$ cat src/rtl/synth_cfg_pkg.sv
package synth_cfg_pkg;
   localparam int FB_W    = 7;
   localparam int PD_W    = 2;
   localparam int TS_W    = 3;
   localparam int WORD_W  = TS_W + PD_W + FB_W;
   localparam int PAR_W   = PD_W + FB_W;
   localparam int TOH_W   = 1 << TS_W;

   typedef struct packed {
      logic [TS_W-1:0] tsel;
      logic [PD_W-1:0] pdiv;
      logic [FB_W-1:0] fbdiv;
   } cfg_word_t;

   localparam cfg_word_t CFG_RESET = '{tsel: '0, pdiv: '1, fbdiv: '1};
endpackage

$ cat src/rtl/cfg_edge_sync.sv
module cfg_edge_sync #(
   parameter int STAGES = 2
) (
   input  logic clk,
   input  logic rst_n,
   input  logic async_i,
   output logic level_o,
   output logic rise_o,
   output logic fall_o
);
   if (STAGES < 2) begin : g_bad_stages
      $error("cfg_edge_sync: STAGES must be at least 2");
   end

   logic [STAGES-1:0] chain_q;
   logic              prev_q;

   always_ff @(posedge clk or negedge rst_n) begin
      if (!rst_n) chain_q[0] <= 1'b0;
      else        chain_q[0] <= async_i;
   end

   for (genvar s = 1; s < STAGES; s++) begin : g_stage
      always_ff @(posedge clk or negedge rst_n) begin
         if (!rst_n) chain_q[s] <= 1'b0;
         else        chain_q[s] <= chain_q[s-1];
      end
   end

   always_ff @(posedge clk or negedge rst_n) begin
      if (!rst_n) prev_q <= 1'b0;
      else        prev_q <= chain_q[STAGES-1];
   end

   assign level_o = chain_q[STAGES-1];
   assign rise_o  = chain_q[STAGES-1] & ~prev_q;
   assign fall_o  = ~chain_q[STAGES-1] & prev_q;
endmodule

$ cat src/rtl/cfg_shift_reg.sv
module cfg_shift_reg #(
   parameter int WIDTH = 12
) (
   input  logic             clk,
   input  logic             rst_n,
   input  logic             shift_i,
   input  logic             din_i,
   output logic [WIDTH-1:0] word_o
);
   if (WIDTH < 2) begin : g_bad_width
      $error("cfg_shift_reg: WIDTH must be at least 2");
   end

   logic [WIDTH-1:0] sr_q;

   always_ff @(posedge clk or negedge rst_n) begin
      if (!rst_n)       sr_q <= '0;
      else if (shift_i) sr_q <= {sr_q[WIDTH-2:0], din_i};
   end

   assign word_o = sr_q;
endmodule

$ cat src/rtl/cfg_word_latch.sv
module cfg_word_latch
   import synth_cfg_pkg::*;
(
   input  logic             clk,
   input  logic             rst_n,
   input  logic             par_rise_i,
   input  logic             par_level_i,
   input  logic             ser_fall_i,
   input  logic [PAR_W-1:0] par_bus_i,
   input  cfg_word_t        ser_word_i,
   output cfg_word_t        cfg_o
);
   cfg_word_t cfg_q, cfg_d;
   logic      ser_take;

   // serial commit honoured only while the parallel strobe sits high
   assign ser_take = ser_fall_i & par_level_i & ~par_rise_i;

   always_comb begin
      cfg_d = cfg_q;
      if (par_rise_i) begin
         cfg_d.fbdiv = par_bus_i[FB_W-1:0];
         cfg_d.pdiv  = par_bus_i[PAR_W-1:FB_W];
      end else if (ser_take) begin
         cfg_d = ser_word_i;
      end
   end

   always_ff @(posedge clk or negedge rst_n) begin
      if (!rst_n) cfg_q <= CFG_RESET;
      else        cfg_q <= cfg_d;
   end

   assign cfg_o = cfg_q;
endmodule

$ cat src/rtl/cfg_decode.sv
module cfg_decode
   import synth_cfg_pkg::*;
#(
   parameter int REF_MHZ     = 16,
   parameter int VCO_MIN_MHZ = 400,
   parameter int VCO_MAX_MHZ = 900
) (
   input  logic [FB_W-1:0]  fbdiv_i,
   input  logic [TS_W-1:0]  tsel_i,
   output logic [TOH_W-1:0] test_oh_o,
   output logic             vco_err_o
);
   localparam int PROD_W = 32;

   for (genvar i = 0; i < TOH_W; i++) begin : g_oh
      assign test_oh_o[i] = (tsel_i == TS_W'(i));
   end

   logic [PROD_W-1:0] vco_mhz;
   assign vco_mhz   = PROD_W'(fbdiv_i) * PROD_W'(REF_MHZ);
   assign vco_err_o = (vco_mhz < PROD_W'(VCO_MIN_MHZ)) ||
                      (vco_mhz > PROD_W'(VCO_MAX_MHZ));
endmodule

$ cat src/rtl/synth_cfg_regs.sv
module synth_cfg_regs
   import synth_cfg_pkg::*;
#(
   parameter int SYNC_STAGES = 2,
   parameter int REF_MHZ     = 16,
   parameter int VCO_MIN_MHZ = 400,
   parameter int VCO_MAX_MHZ = 900
) (
   input  logic             clk,
   input  logic             rst_n,
   input  logic             ser_clk_i,
   input  logic             ser_dat_i,
   input  logic             ser_ld_i,
   input  logic             par_ld_i,
   input  logic [FB_W-1:0]  par_m_i,
   input  logic [PD_W-1:0]  par_n_i,
   output logic [FB_W-1:0]  fb_div_o,
   output logic [PD_W-1:0]  post_div_o,
   output logic [TS_W-1:0]  test_sel_o,
   output logic [TOH_W-1:0] test_oh_o,
   output logic             vco_err_o
);
   localparam int N_SYNC = 3;
   localparam int IX_SCK = 0;
   localparam int IX_SLD = 1;
   localparam int IX_PLD = 2;

   if (REF_MHZ < 1 || VCO_MAX_MHZ < VCO_MIN_MHZ) begin : g_bad_range
      $error("synth_cfg_regs: illegal frequency parameters");
   end

   logic [N_SYNC-1:0] raw_in, lvl, rise, fall;
   assign raw_in = {par_ld_i, ser_ld_i, ser_clk_i};

   for (genvar k = 0; k < N_SYNC; k++) begin : g_sync
      cfg_edge_sync #(.STAGES(SYNC_STAGES)) u_sync (
         .clk     (clk),
         .rst_n   (rst_n),
         .async_i (raw_in[k]),
         .level_o (lvl[k]),
         .rise_o  (rise[k]),
         .fall_o  (fall[k])
      );
   end

   logic            par_rise, par_level, ser_fall, sck_rise;
   logic [WORD_W-1:0] sr_word;
   cfg_word_t       cfg;

   assign par_rise  = rise[IX_PLD];
   assign par_level = lvl[IX_PLD];
   assign ser_fall  = fall[IX_SLD];
   assign sck_rise  = rise[IX_SCK];

   cfg_shift_reg #(.WIDTH(WORD_W)) u_shift (
      .clk     (clk),
      .rst_n   (rst_n),
      .shift_i (sck_rise),
      .din_i   (ser_dat_i),
      .word_o  (sr_word)
   );

   cfg_word_latch u_latch (
      .clk         (clk),
      .rst_n       (rst_n),
      .par_rise_i  (par_rise),
      .par_level_i (par_level),
      .ser_fall_i  (ser_fall),
      .par_bus_i   ({par_n_i, par_m_i}),
      .ser_word_i  (cfg_word_t'(sr_word)),
      .cfg_o       (cfg)
   );

   cfg_decode #(
      .REF_MHZ     (REF_MHZ),
      .VCO_MIN_MHZ (VCO_MIN_MHZ),
      .VCO_MAX_MHZ (VCO_MAX_MHZ)
   ) u_dec (
      .fbdiv_i   (cfg.fbdiv),
      .tsel_i    (cfg.tsel),
      .test_oh_o (test_oh_o),
      .vco_err_o (vco_err_o)
   );

   assign fb_div_o   = cfg.fbdiv;
   assign post_div_o = cfg.pdiv;
   assign test_sel_o = cfg.tsel;
endmodule

$ cat config.mk
export PLATFORM = sky130hd
export DESIGN_NAME = synth_cfg_regs
export DESIGN_NICKNAME = d
export VERILOG_FILES = /design/src/rtl/synth_cfg_pkg.sv /design/src/rtl/cfg_edge_sync.sv /design/src/rtl/cfg_shift_reg.sv /design/src/rtl/cfg_word_latch.sv /design/src/rtl/cfg_decode.sv /design/src/rtl/synth_cfg_regs.sv
export SDC_FILE = /design/constraint.sdc
export NUM_CORES = 1
export LEC_CHECK = 0
export ABC_AREA = 1
export CORE_MARGIN = 4
export CORE_UTILIZATION = 35
export CTS_CLUSTER_DIAMETER = 40
export DETAILED_ROUTE_END_ITERATION = 10
export SYNTH_ARGS = -nofsm -noshare
export SYNTH_HDL_FRONTEND = slang
export SYNTH_SLANG_ARGS = --single-unit
$ cat constraint.sdc
create_clock -name clk -period 2.2 [get_ports clk]
set_input_delay 0.44 -clock clk [delete_from_list [all_inputs] [get_ports clk]]
set_output_delay 0.44 -clock clk [all_outputs]
set_load 0.01 [all_outputs]
==> results of run 1 <==
[cell type report]
| cell class | instances | area [um^2] |
|---|---|---|
| clock inverter | 3 | 46.3 |
| tap | 48 | 60.1 |
| timing repair buffer | 36 | 358 |
| clock buffer | 5 | 68.8 |
| sequential | 33 | 840 |
| multi-input combinational | 117 | 503 |
| inverter | 12 | 45.0 |
| fill | 350 | 1850 |
[sequential cells by signal, summed over array words and instances (netlist names)]
signal,flops
g_sync.u_sync.chain_q,3
g_sync.u_sync.level_o,3
g_sync.u_sync.prev_q,3
u_latch.cfg_o,12
u_shift.word_o,12
[critical path: stages (launching register included)]
cell             delay (ns)
dfstp_2                0.55
nor2_1                 0.06
nand2_1                0.08
nand3_1                0.08
nand3_1                0.08
clkdlybuf4s50_1        0.53
[metrics by stage]
stage                     hold slack [ns]  area, um^2  setup WS (ns)
after global placement              0.334        1800          0.447
final                               0.351        1920          0.100
after detailed placement            0.339        1800          0.397
after CTS                           0.356        1920         0.0915
after global routing                0.359        1920         0.0340
after floorplan                     0.144        1410          0.882
[Yosys cell counts, drive strengths merged]
| library cell | instances | share of area (%) |
|---|---|---|
| nand2 | 86 | 23 |
| dfrtp | 24 | 43 |
| inv | 12 | 3.2 |
| nand3 | 12 | 4.3 |
| dfstp | 9 | 17 |
| nor3 | 8 | 2.8 |
| nor2 | 5 | 2.9 |
| o21ai | 5 | 2.0 |
| buf | 3 | 1.7 |
| a21oi | 1 | 0.35 |
[where the power goes]
part / internal (mW) / switching [mW]
combinational: 0.220 / 0.195
clock: 0.339 / 0.222
sequential: 0.727 / 0.0897
total: 1.29 / 0.507
[routing by layer]
layer,track usage (%),vias up,part of all wire (%)
li1,-,592,-
met1,15.1,546,42
met2,21.4,34,51
met3,4.77,3,6.2
met4,1.88,0,0.66
met5,0,-,0
[final timing paths]
| check | from | cells past startpoint | endpoint | slack (ns) |
|---|---|---|---|---|
| worst max-delay path | u_latch.cfg_o[1] | 5 | vco_err_o | 0.10 |
| worst min-delay path | g_sync[0].u_sync.chain_q[0] | 0 | g_sync[0].u_sync.level_o | 0.35 |
| worst max register to register | g_sync[2].u_sync.prev_q | 5 | u_latch.cfg_o[2] | 1.03 |
| worst min register to register | g_sync[0].u_sync.chain_q[0] | 0 | g_sync[0].u_sync.level_o | 0.35 |
| max in group asynchronous | rst_n | 2 | u_latch.cfg_o[1] | 1.32 |
| min in group asynchronous | rst_n | 2 | g_sync[2].u_sync.chain_q[0] | 0.55 |
[cell families (layout without fill, tap and decap cells)]
logic type / after synthesis / count (layout) / share of synthesized area, %
compound gates: 6 / 6 / 2.40
buf+inv: 15 / 56 / 4.88
simple gates: 111 / 111 / 33.3
flops: 33 / 33 / 59.4
[what timing repair did]
item,4_1_cts,5_1_grt
setup endpoints to repair,0,1
endpoints found under the hold margin,0,0
hold buffers,0,0
gates resized for setup,0,2
[layout by cell type (no fill, tap or decap), drive strengths merged]
cell type	netlist	layout
nor3	8	8
nand3	12	12
dfrtp	24	24
dfstp	9	9
clkinvlp	0	1
nor2	5	5
o21ai	5	5
a21oi	1	1
buf	3	1
nand2	86	86
clkdlybuf4s50	0	35
clkinv	0	1
clkbuf	0	5
inv	12	12
bufinv	0	1
==> run_results.csv, run 1 <==
group,metric,value,unit
status,status,"finished clean",
logic_synthesis,avgSynthCellArea,8.54,um^2
timing,hold_violations,0,
pwr,finalPower,1.79,mW
final_layout,syn2layout_area_growth,36.3,%
clock_network,cts_buffers,5,
pwr,peakVddDrop,0.515,mV
routing,wire_per_inst,11.3,um
worst_setup_path,cp_max_fo,3,
final_layout,num_antenna_cells,0,
worst_setup_path,crit_type,"flip-flop to output pin",
clock_network,clk_path_buf_depth,2,
clock_network,cts_tree,"done",
logic_synthesis,netlist_instances,165,
routing,num_vias,1175,
timing,timing.final.crit_share,95.4,%
grt,grt_use_total,12.4,%
routing,drc,0,
placement,dp_cells,246,
die,core,0.00377,mm^2
timing,post-route-min-period,2.10,ns
final_layout,drive_above_1_share,13.6,%
grt,grt_pass1_vias,1134,
worst_hold_path,hp-class,"flip-flop to flip-flop",
worst_setup_path,crit_path_start_kind,"flip-flop",
clock_network,clk_pin_slew,0.07,ns
final_layout,post-route-util,50.9,%
grt,grt_pass1_wl,5060,um
pwr,leakagePower,0.922,nW
clock_network,clk_latency,0.28,ns
final_layout,final_cell_count_no_fill,254,
grt,grt_max_degree,34,
pwr,p_per_area,933,mW/mm^2
routing,drt-total-wl,2860,um
timing,clock-skew-final,0.00764,ns
die,die-width,71.4,um
timing,tightest_slew,0.390,ns
clock_network,htree_num_levels,2,
timing,setup_viol,0,
die,die_h,71.4,um
timing,rsz0062_at_grt,"no",
logic_synthesis,ys_types,16,
grt,grt_remaining_overflow,0,
logic_synthesis,synth-seq-cells,33,
final_layout,nNetsFinal,220,
logic_synthesis,yosys_warnings,0,
worst_setup_path,cp.required,1.76,ns
logic_synthesis,syn_area,0.00141,mm^2
logic_synthesis,ys_seq_area_share,59.4,%
routing,drtPass1Iterations,4,
die,num_rows,22,
routing,vias_per_cell,4.63,
timing,slew_viol_final,0,
routing,ant_nets,0,
die,start_util,37.4,%
job,maxCapViolations,0,
clock_network,cts_root_buf,"clkbuf_8",
timing,fmax,0.476,GHz
timing,slew_headroom,74.0,%
placement,port_buffers,35,
grt,antenna_found_initial,0,
clock_network,cts_setup_buffers,0,
worst_setup_path,worst_setup_path_end_kind,"output pin",
routing,drtIter0Drc,42,
die,dieArea,0.00510,mm^2
placement,dp_hpwl,2180,um
worst_setup_path,arrival,1.66,ns
placement,gp_congestion,0.700,
clock_network,clock_sinks,33,
timing,fin_setup_tns,0,ns
die,io_pins,36,
logic_synthesis,synth.net_count,180,
Note: power is estimated with default switching activity, not from simulation.
==> run 2, diff against run 1 <==
- CAP_MARGIN: unset -> 25
==> results of run 2 <==
Same layout as run 1: the final DEF is identical, and so are final timing and power.
